### config.mk
export PLATFORM = sky130hd
export DESIGN_NAME = usb_ep_stall_hs
export DESIGN_NICKNAME = d
export VERILOG_FILES = /design/src/rtl/usb_ep_stall_pkg.sv /design/src/rtl/usb_ep_stall_cpu_port.sv /design/src/rtl/usb_ep_stall_ctrl_reg.sv /design/src/rtl/usb_ep_stall_decide.sv /design/src/rtl/usb_ep_stall_hs.sv
export SDC_FILE = /design/constraint.sdc
export NUM_CORES = 1
export LEC_CHECK = 0
export BUFFER_PORTS_ARGS = -buffer_cell sky130_fd_sc_hd__buf_2
export CAP_MARGIN = 20
export CORE_ASPECT_RATIO = 1.1
export CORE_MARGIN = 4
export CORE_UTILIZATION = 35
export DETAILED_ROUTE_END_ITERATION = 10
export GPL_TIMING_DRIVEN = 0
export PLACE_DENSITY = 0.75
export SLEW_MARGIN = 20
export SYNTH_ARGS = -nofsm -noshare
export SYNTH_HDL_FRONTEND = slang
export SYNTH_SLANG_ARGS = --single-unit
### constraint.sdc
create_clock -name clk -period 1.77 [get_ports clk]
set_input_delay 0.531 -clock clk [delete_from_list [all_inputs] [get_ports clk]]
set_output_delay 0.531 -clock clk [all_outputs]
set_load 0.05 [all_outputs]
### src/rtl/usb_ep_stall_pkg.sv
package usb_ep_stall_pkg;

  localparam int CW_W       = 7;   // stored bits of the control word
  localparam int B_EP0_IN   = 0;
  localparam int B_EP0_OUT  = 1;
  localparam int B_EP1_OUT  = 2;
  localparam int B_EP2_IN   = 3;
  localparam int B_EP3_IN   = 4;
  localparam int B_ST_STALL = 5;
  localparam int B_ST_ACK   = 6;

  localparam logic [CW_W-1:0] SETUP_CLR_MASK =
    (CW_W'(1) << B_ST_ACK) | (CW_W'(1) << B_ST_STALL) |
    (CW_W'(1) << B_EP0_OUT) | (CW_W'(1) << B_EP0_IN);

  localparam logic [CW_W-1:0] STALL_MASK = CW_W'(7'h3F);

  typedef enum logic [1:0] {
    HS_NONE  = 2'b00,
    HS_ACK   = 2'b01,
    HS_NAK   = 2'b10,
    HS_STALL = 2'b11
  } hs_e;

  // Stall bit that governs a direction/endpoint pair, if any.
  function automatic logic ep_stall_hit(input logic [CW_W-1:0] cw,
                                        input logic dir_in,
                                        input logic [1:0] ep);
    logic hit;
    hit = 1'b0;
    if (dir_in) begin
      case (ep)
        2'd0: hit = cw[B_EP0_IN];
        2'd2: hit = cw[B_EP2_IN];
        2'd3: hit = cw[B_EP3_IN];
        default: hit = 1'b0;
      endcase
    end else begin
      case (ep)
        2'd0: hit = cw[B_EP0_OUT];
        2'd1: hit = cw[B_EP1_OUT];
        default: hit = 1'b0;
      endcase
    end
    return hit;
  endfunction

  // Full handshake choice for one token.
  function automatic hs_e hs_pick(input logic [CW_W-1:0] cw,
                                  input logic dir_in,
                                  input logic [1:0] ep,
                                  input logic status);
    hs_e r;
    if (ep_stall_hit(cw, dir_in, ep))             r = HS_STALL;
    else if (status && ep == 2'd0) begin
      if (cw[B_ST_STALL])                         r = HS_STALL;
      else if (cw[B_ST_ACK])                      r = HS_ACK;
      else                                        r = HS_NAK;
    end else                                      r = HS_NONE;
    return r;
  endfunction

endpackage

### src/rtl/usb_ep_stall_cpu_port.sv
module usb_ep_stall_cpu_port
  import usb_ep_stall_pkg::*;
#(
  parameter int ADDR_W   = 5,
  parameter int DATA_W   = 8,
  parameter int REG_ADDR = 8
) (
  input  logic [ADDR_W-1:0] cpu_sel,
  input  logic              cpu_wr,
  input  logic [DATA_W-1:0] cpu_wdata,
  input  logic [CW_W-1:0]   cw_q,
  output logic              wr_hit,
  output logic [CW_W-1:0]   wr_val,
  output logic [DATA_W-1:0] cpu_rdata
);
  localparam logic [ADDR_W-1:0] SEL_MATCH = ADDR_W'(REG_ADDR);
  localparam int PAD_W = DATA_W - CW_W;

  logic sel_hit;
  assign sel_hit  = (cpu_sel == SEL_MATCH);
  assign wr_hit   = sel_hit & cpu_wr;
  assign wr_val   = cpu_wdata[CW_W-1:0];
  assign cpu_rdata = sel_hit ? {{PAD_W{1'b0}}, cw_q} : '0;
endmodule

### src/rtl/usb_ep_stall_ctrl_reg.sv
module usb_ep_stall_ctrl_reg
  import usb_ep_stall_pkg::*;
(
  input  logic            clk,
  input  logic            rst_n,
  input  logic            wr_hit,
  input  logic [CW_W-1:0] wr_val,
  input  logic            evt_setup,
  input  logic            evt_stat_ack,
  output logic [CW_W-1:0] cw_q,
  output logic            ack_kill,
  output logic [5:0]      stall_rise
);
  logic [CW_W-1:0] cw_d;
  logic [CW_W-1:0] after_wr;
  logic            wr_pair;

  always_comb begin
    after_wr   = wr_hit ? wr_val : cw_q;
    stall_rise = after_wr[5:0] & ~cw_q[5:0];
    wr_pair    = wr_hit & wr_val[B_ST_ACK] & (|(wr_val & STALL_MASK));
    ack_kill   = evt_setup | evt_stat_ack | (|stall_rise) | wr_pair;
    cw_d       = after_wr;
    if (evt_setup) cw_d = cw_d & ~SETUP_CLR_MASK;
    if (ack_kill)  cw_d[B_ST_ACK] = 1'b0;
  end

  always_ff @(posedge clk) begin
    if (!rst_n) cw_q <= '0;
    else        cw_q <= cw_d;
  end
endmodule

### src/rtl/usb_ep_stall_decide.sv
module usb_ep_stall_decide
  import usb_ep_stall_pkg::*;
(
  input  logic            clk,
  input  logic            rst_n,
  input  logic [CW_W-1:0] cw_q,
  input  logic            tok_req,
  input  logic            tok_in,
  input  logic [1:0]      tok_ep,
  input  logic            tok_status,
  output logic            stall_hit,
  output logic            hs_valid,
  output logic [1:0]      hs_code
);
  hs_e pick;
  assign stall_hit = ep_stall_hit(cw_q, tok_in, tok_ep);
  assign pick      = hs_pick(cw_q, tok_in, tok_ep, tok_status);

  always_ff @(posedge clk) begin
    if (!rst_n) begin
      hs_valid <= 1'b0;
      hs_code  <= HS_NONE;
    end else begin
      hs_valid <= tok_req;
      hs_code  <= tok_req ? pick : HS_NONE;
    end
  end
endmodule

### src/rtl/usb_ep_stall_hs.sv
module usb_ep_stall_hs
  import usb_ep_stall_pkg::*;
#(
  parameter int ADDR_W   = 5,
  parameter int DATA_W   = 8,
  parameter int REG_ADDR = 8
) (
  input  logic              clk,
  input  logic              rst_n,
  input  logic [ADDR_W-1:0] cpu_sel,
  input  logic              cpu_wr,
  input  logic [DATA_W-1:0] cpu_wdata,
  output logic [DATA_W-1:0] cpu_rdata,
  input  logic              evt_setup,
  input  logic              evt_stat_ack,
  input  logic              tok_req,
  input  logic              tok_in,
  input  logic [1:0]        tok_ep,
  input  logic              tok_status,
  output logic              hs_valid,
  output logic [1:0]        hs_code
);
  logic            wr_hit;
  logic [CW_W-1:0] wr_val;
  logic [CW_W-1:0] cw_q;
  logic            ack_kill;
  logic [5:0]      stall_rise;
  logic            stall_hit;

  usb_ep_stall_cpu_port #(
    .ADDR_W(ADDR_W), .DATA_W(DATA_W), .REG_ADDR(REG_ADDR)
  ) u_port (
    .cpu_sel(cpu_sel), .cpu_wr(cpu_wr), .cpu_wdata(cpu_wdata),
    .cw_q(cw_q), .wr_hit(wr_hit), .wr_val(wr_val), .cpu_rdata(cpu_rdata)
  );

  usb_ep_stall_ctrl_reg u_reg (
    .clk(clk), .rst_n(rst_n), .wr_hit(wr_hit), .wr_val(wr_val),
    .evt_setup(evt_setup), .evt_stat_ack(evt_stat_ack),
    .cw_q(cw_q), .ack_kill(ack_kill), .stall_rise(stall_rise)
  );

  usb_ep_stall_decide u_dec (
    .clk(clk), .rst_n(rst_n), .cw_q(cw_q),
    .tok_req(tok_req), .tok_in(tok_in), .tok_ep(tok_ep), .tok_status(tok_status),
    .stall_hit(stall_hit), .hs_valid(hs_valid), .hs_code(hs_code)
  );
endmodule

==> metrics.yaml, run 1 <==
sta:
  fin_worst_skew_ns: 0.00129
  setup-violations-final: 7
  fin_setup_tns_ns: -1.61
  min_period_ns: 2.00
  finalMaxSlewViolations: 0
  fin_crit_sh: 1.13
  rsz0062_at_grt: "true"
  hold_viol_final: 0
  fin_ws_ns: -0.232
  max_freq_mhz: 500
route:
  drtIter0Drc: 2
  drt-total-wl_um: 1270
  via_per_inst: 4.70
  vias: 494
  firstDrtPassIters: 2
  dr_wl_met2_um: 665
  drc: 0
  wl_per_cell_um: 12.1
  ant_nets: 0
  wl_met1_um: 485
  routed-wl-met3_um: 89
  top_layer: "met4"
global_routing:
  grt_use_total: 0.127
  antenna_found_initial: 0
  overflow: 0
  grt_pass1_vias: 486
  grt_pass1_wl_um: 1960
  grt_max_degree: 8
die:
  die_h_um: 48.4
  initial_core_util: 0.375
  io_pins: 34
  core_area_um2: 1380
  num_rows: 14
  die_w_um: 44.7
  dieArea_um2: 2160
outcome:
  outcome: "finished with violations"
  violations: "setup timing"
placement:
  dp_hpwl_um: 1040
  place_congestion: 0.771
  dp_slack_ns: -0.373
  io_buffers: 31
clocking:
  cts_max_level: 1
  clock_path_buffers: 2
  root_buffer: "clkbuf_4"
  cts_tree: "yes"
  clkSlewWorstSetupHoldPaths_ns: 0.06
  cts_inserted_buffers: 3
  clock_latency_ns: 0.26
  cts.sinks: 10
hold_path:
  hp-start: "evt_stat_ack"
  min_path_type: "in2reg"
  holdPathEnd: "u_reg.cw_q[6]"
  hold_depth: 2
synthesis:
  synth_top_family_by_area: "simple AND/OR/NAND/NOR gates"
  syn_inst: 54
  synth.ff_latch_count: 10
  synth_top_cell_by_area: "dfxtp_1"
  synth_cell_types: 22
  syn-cell-area_um2: 519
  syn_nets: 77
  yosysSeqAreaShare: 0.386
  synth-xor-area-share: 0
  synth_mux_area_frac: 0.186
  yosys.area_share.adder: 0
  syn_area_per_cell_um2: 9.62
  synthSimpleGateAreaFrac: 0.287
  synth_top_area_frac: 0.386
  synthTopCellsByArea: "dfxtp_1 39%, mux2i_1 13%, and2_1 9.6%"
  synth-compound-area-share: 0.0916
  ys_warn_count: 0
worst_setup_path:
  cp-end-kind: "output port"
  required_ns: 1.24
  worst_r2r_startpoint: "u_reg.cw_q[3]"
  critPathKind: "in2out"
  cp_data_arrival_time_ns: 1.47
  reg2reg_to: "u_dec.hs_code[0]"
  worstRegToRegCells: 4
  r2r_slack_ns: 0.73
  start_kind: "input pin"
  cp_max_fo: 7
power_and_ir_drop:
  fin_total_pwr_uw: 451
  switching_share: 0.250
  clockPowerShare: 0.350
  pwr-share-comb: 0.144
  leakage_uw: 0.000413
  power.share.sequential: 0.506
  ir_worst_vdd_mv: 0.358
  p_switching_uw: 113
  p_per_area_nw_per_um2: 536
  p_int_uw: 338
finish:
  multi_input_area_um2: 330
  area_growth_pct: 61.9
  diodes: 0
  layout.nets: 114
  seq_area_um2: 200
  final_cell_mix: "22 x buf_2, 10 x dfxtp_1, 7 x and2_4, 7 x mux2i_1, 7 x buf_8"
  nFillCells: 126
  drive_gt1_frac: 0.551
  final_common_cell: "buf_2"
  fin_util: 0.608
job:
  maxCapViolCount: 0
-- logic make-up (layout without fill, tap and decap cells) --
| family | count (synthesis) | count (layout) |
|---|---|---|
| other cells | 1 | 1 |
| flops | 10 | 10 |
| compound gates | 7 | 7 |
| simple gates | 24 | 24 |
| mux | 9 | 9 |
| buf+inv | 3 | 38 |
-- metrics by stage --
step           area, um2  instances  hold slack [ns]
4_1_cts              841        105            0.416
3_5_place_dp         728        101            0.530
2_1_floorplan        553         54            0.487
3_3_place_gp         728        101            0.517
5_1_grt              841        105            0.412
6_report             841        105            0.425
-- Yosys cell counts --
| master | count |
|---|---|
| a211oi_1 | 2 |
| and2_1 | 8 |
| buf_4 | 1 |
| buf_6 | 1 |
| conb_1 | 1 |
| dfxtp_1 | 10 |
| inv_1 | 1 |
| mux2_2 | 1 |
| mux2_4 | 1 |
| mux2i_1 | 7 |
| nand2_1 | 1 |
| nand2b_1 | 1 |
| nand3_1 | 2 |
| nand3b_1 | 1 |
| nor2_1 | 4 |
| nor2b_1 | 4 |
| nor3_2 | 1 |
| nor4_1 | 1 |
| nor4b_2 | 1 |
| o21a_1 | 2 |
| o21ai_0 | 2 |
| o31ai_1 | 1 |
-- timing repair --
| item | 4_1_cts | 5_1_grt |
|---|---|---|
| pin swaps | 6 | 5 |
| gates resized for setup | 23 | 0 |
| endpoints found under the hold margin | 0 | 0 |
| hold buffers | 0 | 0 |
| setup buffers | 1 | 0 |
| endpoints found under the setup margin | 7 | 7 |
-- routing by layer --
layer	vias to the layer above	global-route usage
li1	256	-
met1	215	0.124
met4	0	0.106
met2	19	0.208
met3	4	0.0370
met5	-	0
-- critical path: stages --
cell and delay, ns:
buf_6 0.09, nor4b_4 0.27, nor2b_4 0.26, and2_4 0.18
buf_8 0.14
-- power by group through the flow --
stage	Combinational [uW]	Clock, uW	Sequential, uW
after floorplan	20.9	0	239
after global placement	60.3	0	233
after detailed placement	61.2	0	233
after CTS	65.0	163	228
after global routing	70.0	175	228
final	64.9	158	228
-- layout make-up --
| class | count | area share |
|---|---|---|
| multi-input cells | 41 | 0.393 |
| repair buffers | 32 | 0.292 |
| flip-flops and latches | 10 | 0.238 |
| clock buffers | 3 | 0.0268 |
| well taps | 16 | 0.0238 |
| plain buffers | 2 | 0.0223 |
| inverters | 1 | 0.00446 |
-- worst max path at each step --
stage | depth (start not counted) | startpoint | slack, ns | end
global placement | 5 | cpu_sel[4] | -0.35 | cpu_rdata[1]
global route | 5 | cpu_sel[1] | -0.33 | cpu_rdata[6]
floorplan | 3 | cpu_sel[4] | -0.03 | cpu_rdata[0]
CTS | 5 | cpu_sel[0] | -0.25 | cpu_rdata[0]
detailed placement | 5 | cpu_sel[4] | -0.37 | cpu_rdata[2]
finish | 5 | cpu_sel[1] | -0.23 | cpu_rdata[4]
-- state kept, by name (all words and copies together), names as in the netlist --
signal / cells
u_reg.cw_q: 7
u_dec.hs_valid: 1
u_dec.hs_code: 2
Note: power is estimated with default switching activity, not from simulation.
==> run 2, diff against run 1 <==
--- a/config.mk
+++ b/config.mk
@@ -13,6 +13,7 @@
 export DETAILED_ROUTE_END_ITERATION = 10
 export GPL_TIMING_DRIVEN = 0
 export PLACE_DENSITY = 0.75
+export RECOVER_POWER = 25
 export SLEW_MARGIN = 20
 export SYNTH_ARGS = -nofsm -noshare
 export SYNTH_HDL_FRONTEND = slang
==> metrics.yaml, run 2 (synthesis results as in run 1) <==
worst_setup_path:
  worst_r2r_startpoint: "u_reg.cw_q[3]"
  worstRegToRegCells: 4  # unchanged
  cp_data_arrival_time_ns: 1.47  # about the same
  critPathCapture: "cpu_rdata[4]"
  reg2reg_to: "u_dec.hs_code[0]"
  cp-end-kind: "output port"
  critPathKind: "in2out"
  required_ns: 1.24  # about the same
  r2r_slack_ns: 0.73  # about the same
  cp_max_fo: 7  # unchanged
  critPathLaunch: "cpu_sel[1]"
  start_kind: "input pin"
finish:
  area_growth_pct: 61.7
  largest_reg_flops: 7  # unchanged
  final_area_um2: 840  # -0.15%
  drive_gt1_frac: 0.539  # -0.0112
  fin_cells: 105  # unchanged
  final_cell_mix: "21 x buf_2, 10 x dfxtp_1, 7 x and2_4, 7 x mux2i_1, 7 x buf_8"
  layout.nets: 114  # unchanged
  final_common_cell: "buf_2"
  reg_top3: "u_reg.cw_q x7, u_dec.hs_code x2, u_dec.hs_valid x1"
  diodes: 0  # unchanged
  regMostFlops: "u_reg.cw_q"
power_and_ir_drop:
  clockPowerShare: 0.350  # about the same
  switching_share: 0.250  # about the same
  pwr-share-comb: 0.143  # about the same
  leakage_uw: 0.000409  # -0.85%
  power.share.sequential: 0.507  # about the same
  p_int_uw: 338  # -0.12%
  p_switching_uw: 112  # about the same
  p_per_area_nw_per_um2: 536  # about the same
  ir_worst_vdd_mv: 0.358  # about the same
clocking:
  clock_latency_ns: 0.26  # about the same
  clock_path_buffers: 2  # unchanged
  cts_tree: "yes"
  cts_max_level: 1  # unchanged
  cts.sinks: 10  # unchanged
  clkSlewWorstSetupHoldPaths_ns: 0.06  # about the same
  root_buffer: "clkbuf_4"
  ctsHoldBuffers: 0  # unchanged
  cts_inserted_buffers: 3  # unchanged
sta:
  whs_ns: 0.425  # unchanged
  setup-violations-final: 7  # unchanged
  hold_viol_final: 0  # unchanged
  fin_worst_skew_ns: 0.00129  # unchanged
  fin_crit_sh: 1.13  # unchanged
  rsz0062_at_grt: "true"
  min_period_ns: 2.00  # unchanged
  finalMaxSlewViolations: 0  # unchanged
  fin_ws_ns: -0.232  # unchanged
  max_freq_mhz: 500  # unchanged
  fin_setup_tns_ns: -1.61  # +0.0000200 ns
outcome:
  violations: "setup timing"
  outcome: "finished with violations"
placement:
  dp_hpwl_um: 1040  # unchanged
  place_area_um2: 728  # unchanged
  io_buffers: 31  # unchanged
  dp_slack_ns: -0.373  # unchanged
  placed_cells: 101  # unchanged
  place_congestion: 0.771  # unchanged
global_routing:
  overflow: 0  # unchanged
  grt_pass1_wl_um: 1960  # unchanged
  antenna_found_initial: 0  # unchanged
  grt_pass1_vias: 486  # unchanged
  grt_max_degree: 8  # unchanged
  grt_use_total: 0.127  # unchanged
die:
  initial_core_util: 0.375  # unchanged
  num_rows: 14  # unchanged
  dieArea_um2: 2160  # unchanged
  die_h_um: 48.4  # unchanged
  core_area_um2: 1380  # unchanged
  die_w_um: 44.7  # unchanged
  io_pins: 34  # unchanged
route:
  firstDrtPassIters: 2  # unchanged
  drt-total-wl_um: 1270  # -0.31%
  drc: 0  # unchanged
  ant_nets: 0  # unchanged
  drtIter0Drc: 2  # unchanged
  vias: 493  # -0.20%
  via_per_inst: 4.70  # -0.20%
  wl_per_cell_um: 12.1  # -0.31%
hold_path:
  min_path_type: "in2reg"
job:
  maxCapViolCount: 0  # unchanged
## run 2: cell count changes in the layout (fill, tap and decap cells not counted), sizes merged
cell,previous run,this run
buf,34,33
clkbuf,3,4
## run 2: power groups by stage
stage                     clock (uW)  combinational (uW)  sequential (uW)
after CTS                        163                65.0              228
after detailed placement           0                61.2              233
after global placement             0                60.3              233
after global routing             175                69.6              228
after floorplan                    0                20.9              239
final                            158                64.5              228
## run 2: through the flow
step	total power (uW)	utilization
2_1_floorplan	260	-
3_3_place_gp	294	0.526
3_5_place_dp	294	0.526
4_1_cts	456	0.608
5_1_grt	473	0.607
6_report	450	0.607
## run 2: layer usage
metal	share of wire	track usage	wire length, um	up-vias
met5	0	0	0	-
met2	0.52	0.208	664	19
li1	-	-	-	256
met1	0.38	0.124	483	214
met3	0.069	0.0370	88	4
met4	0.025	0.106	32	0
## run 2: critical path: stages
cell	delay (ns)
buf_6	0.09
nor4b_4	0.27
nor2b_4	0.26
and2_4	0.18
buf_8	0.14
## run 2: layout make-up
type	instances	area (um2)
buffer	2	18.8
clock buffer	3	22.5
fill	126	544
inverter	1	3.75
multi-input combinational	41	330
sequential	10	200
tap	16	20.0
timing repair buffer	32	244
## run 2: timing repair
| action | CTS | global route |
|---|---|---|
| hold endpoints to repair | 0 | 0 |
| endpoints found under the setup margin | 7 | 7 |
| setup buffers | 1 | 0 |
| resized for setup | 23 | 0 |
| pin swaps | 6 | 5 |
## run 2: how the worst min path moves through the flow
| stage | from | to | cells after the start |
|---|---|---|---|
| after floorplan | u_reg.cw_q[1] | u_reg.cw_q[1] | 2 |
| after global placement | u_reg.cw_q[1] | u_reg.cw_q[1] | 2 |
| after detailed placement | u_reg.cw_q[0] | u_reg.cw_q[0] | 2 |
| after CTS | evt_stat_ack | u_reg.cw_q[6] | 2 |
| after global routing | evt_stat_ack | u_reg.cw_q[6] | 2 |
| final | evt_stat_ack | u_reg.cw_q[6] | 2 |
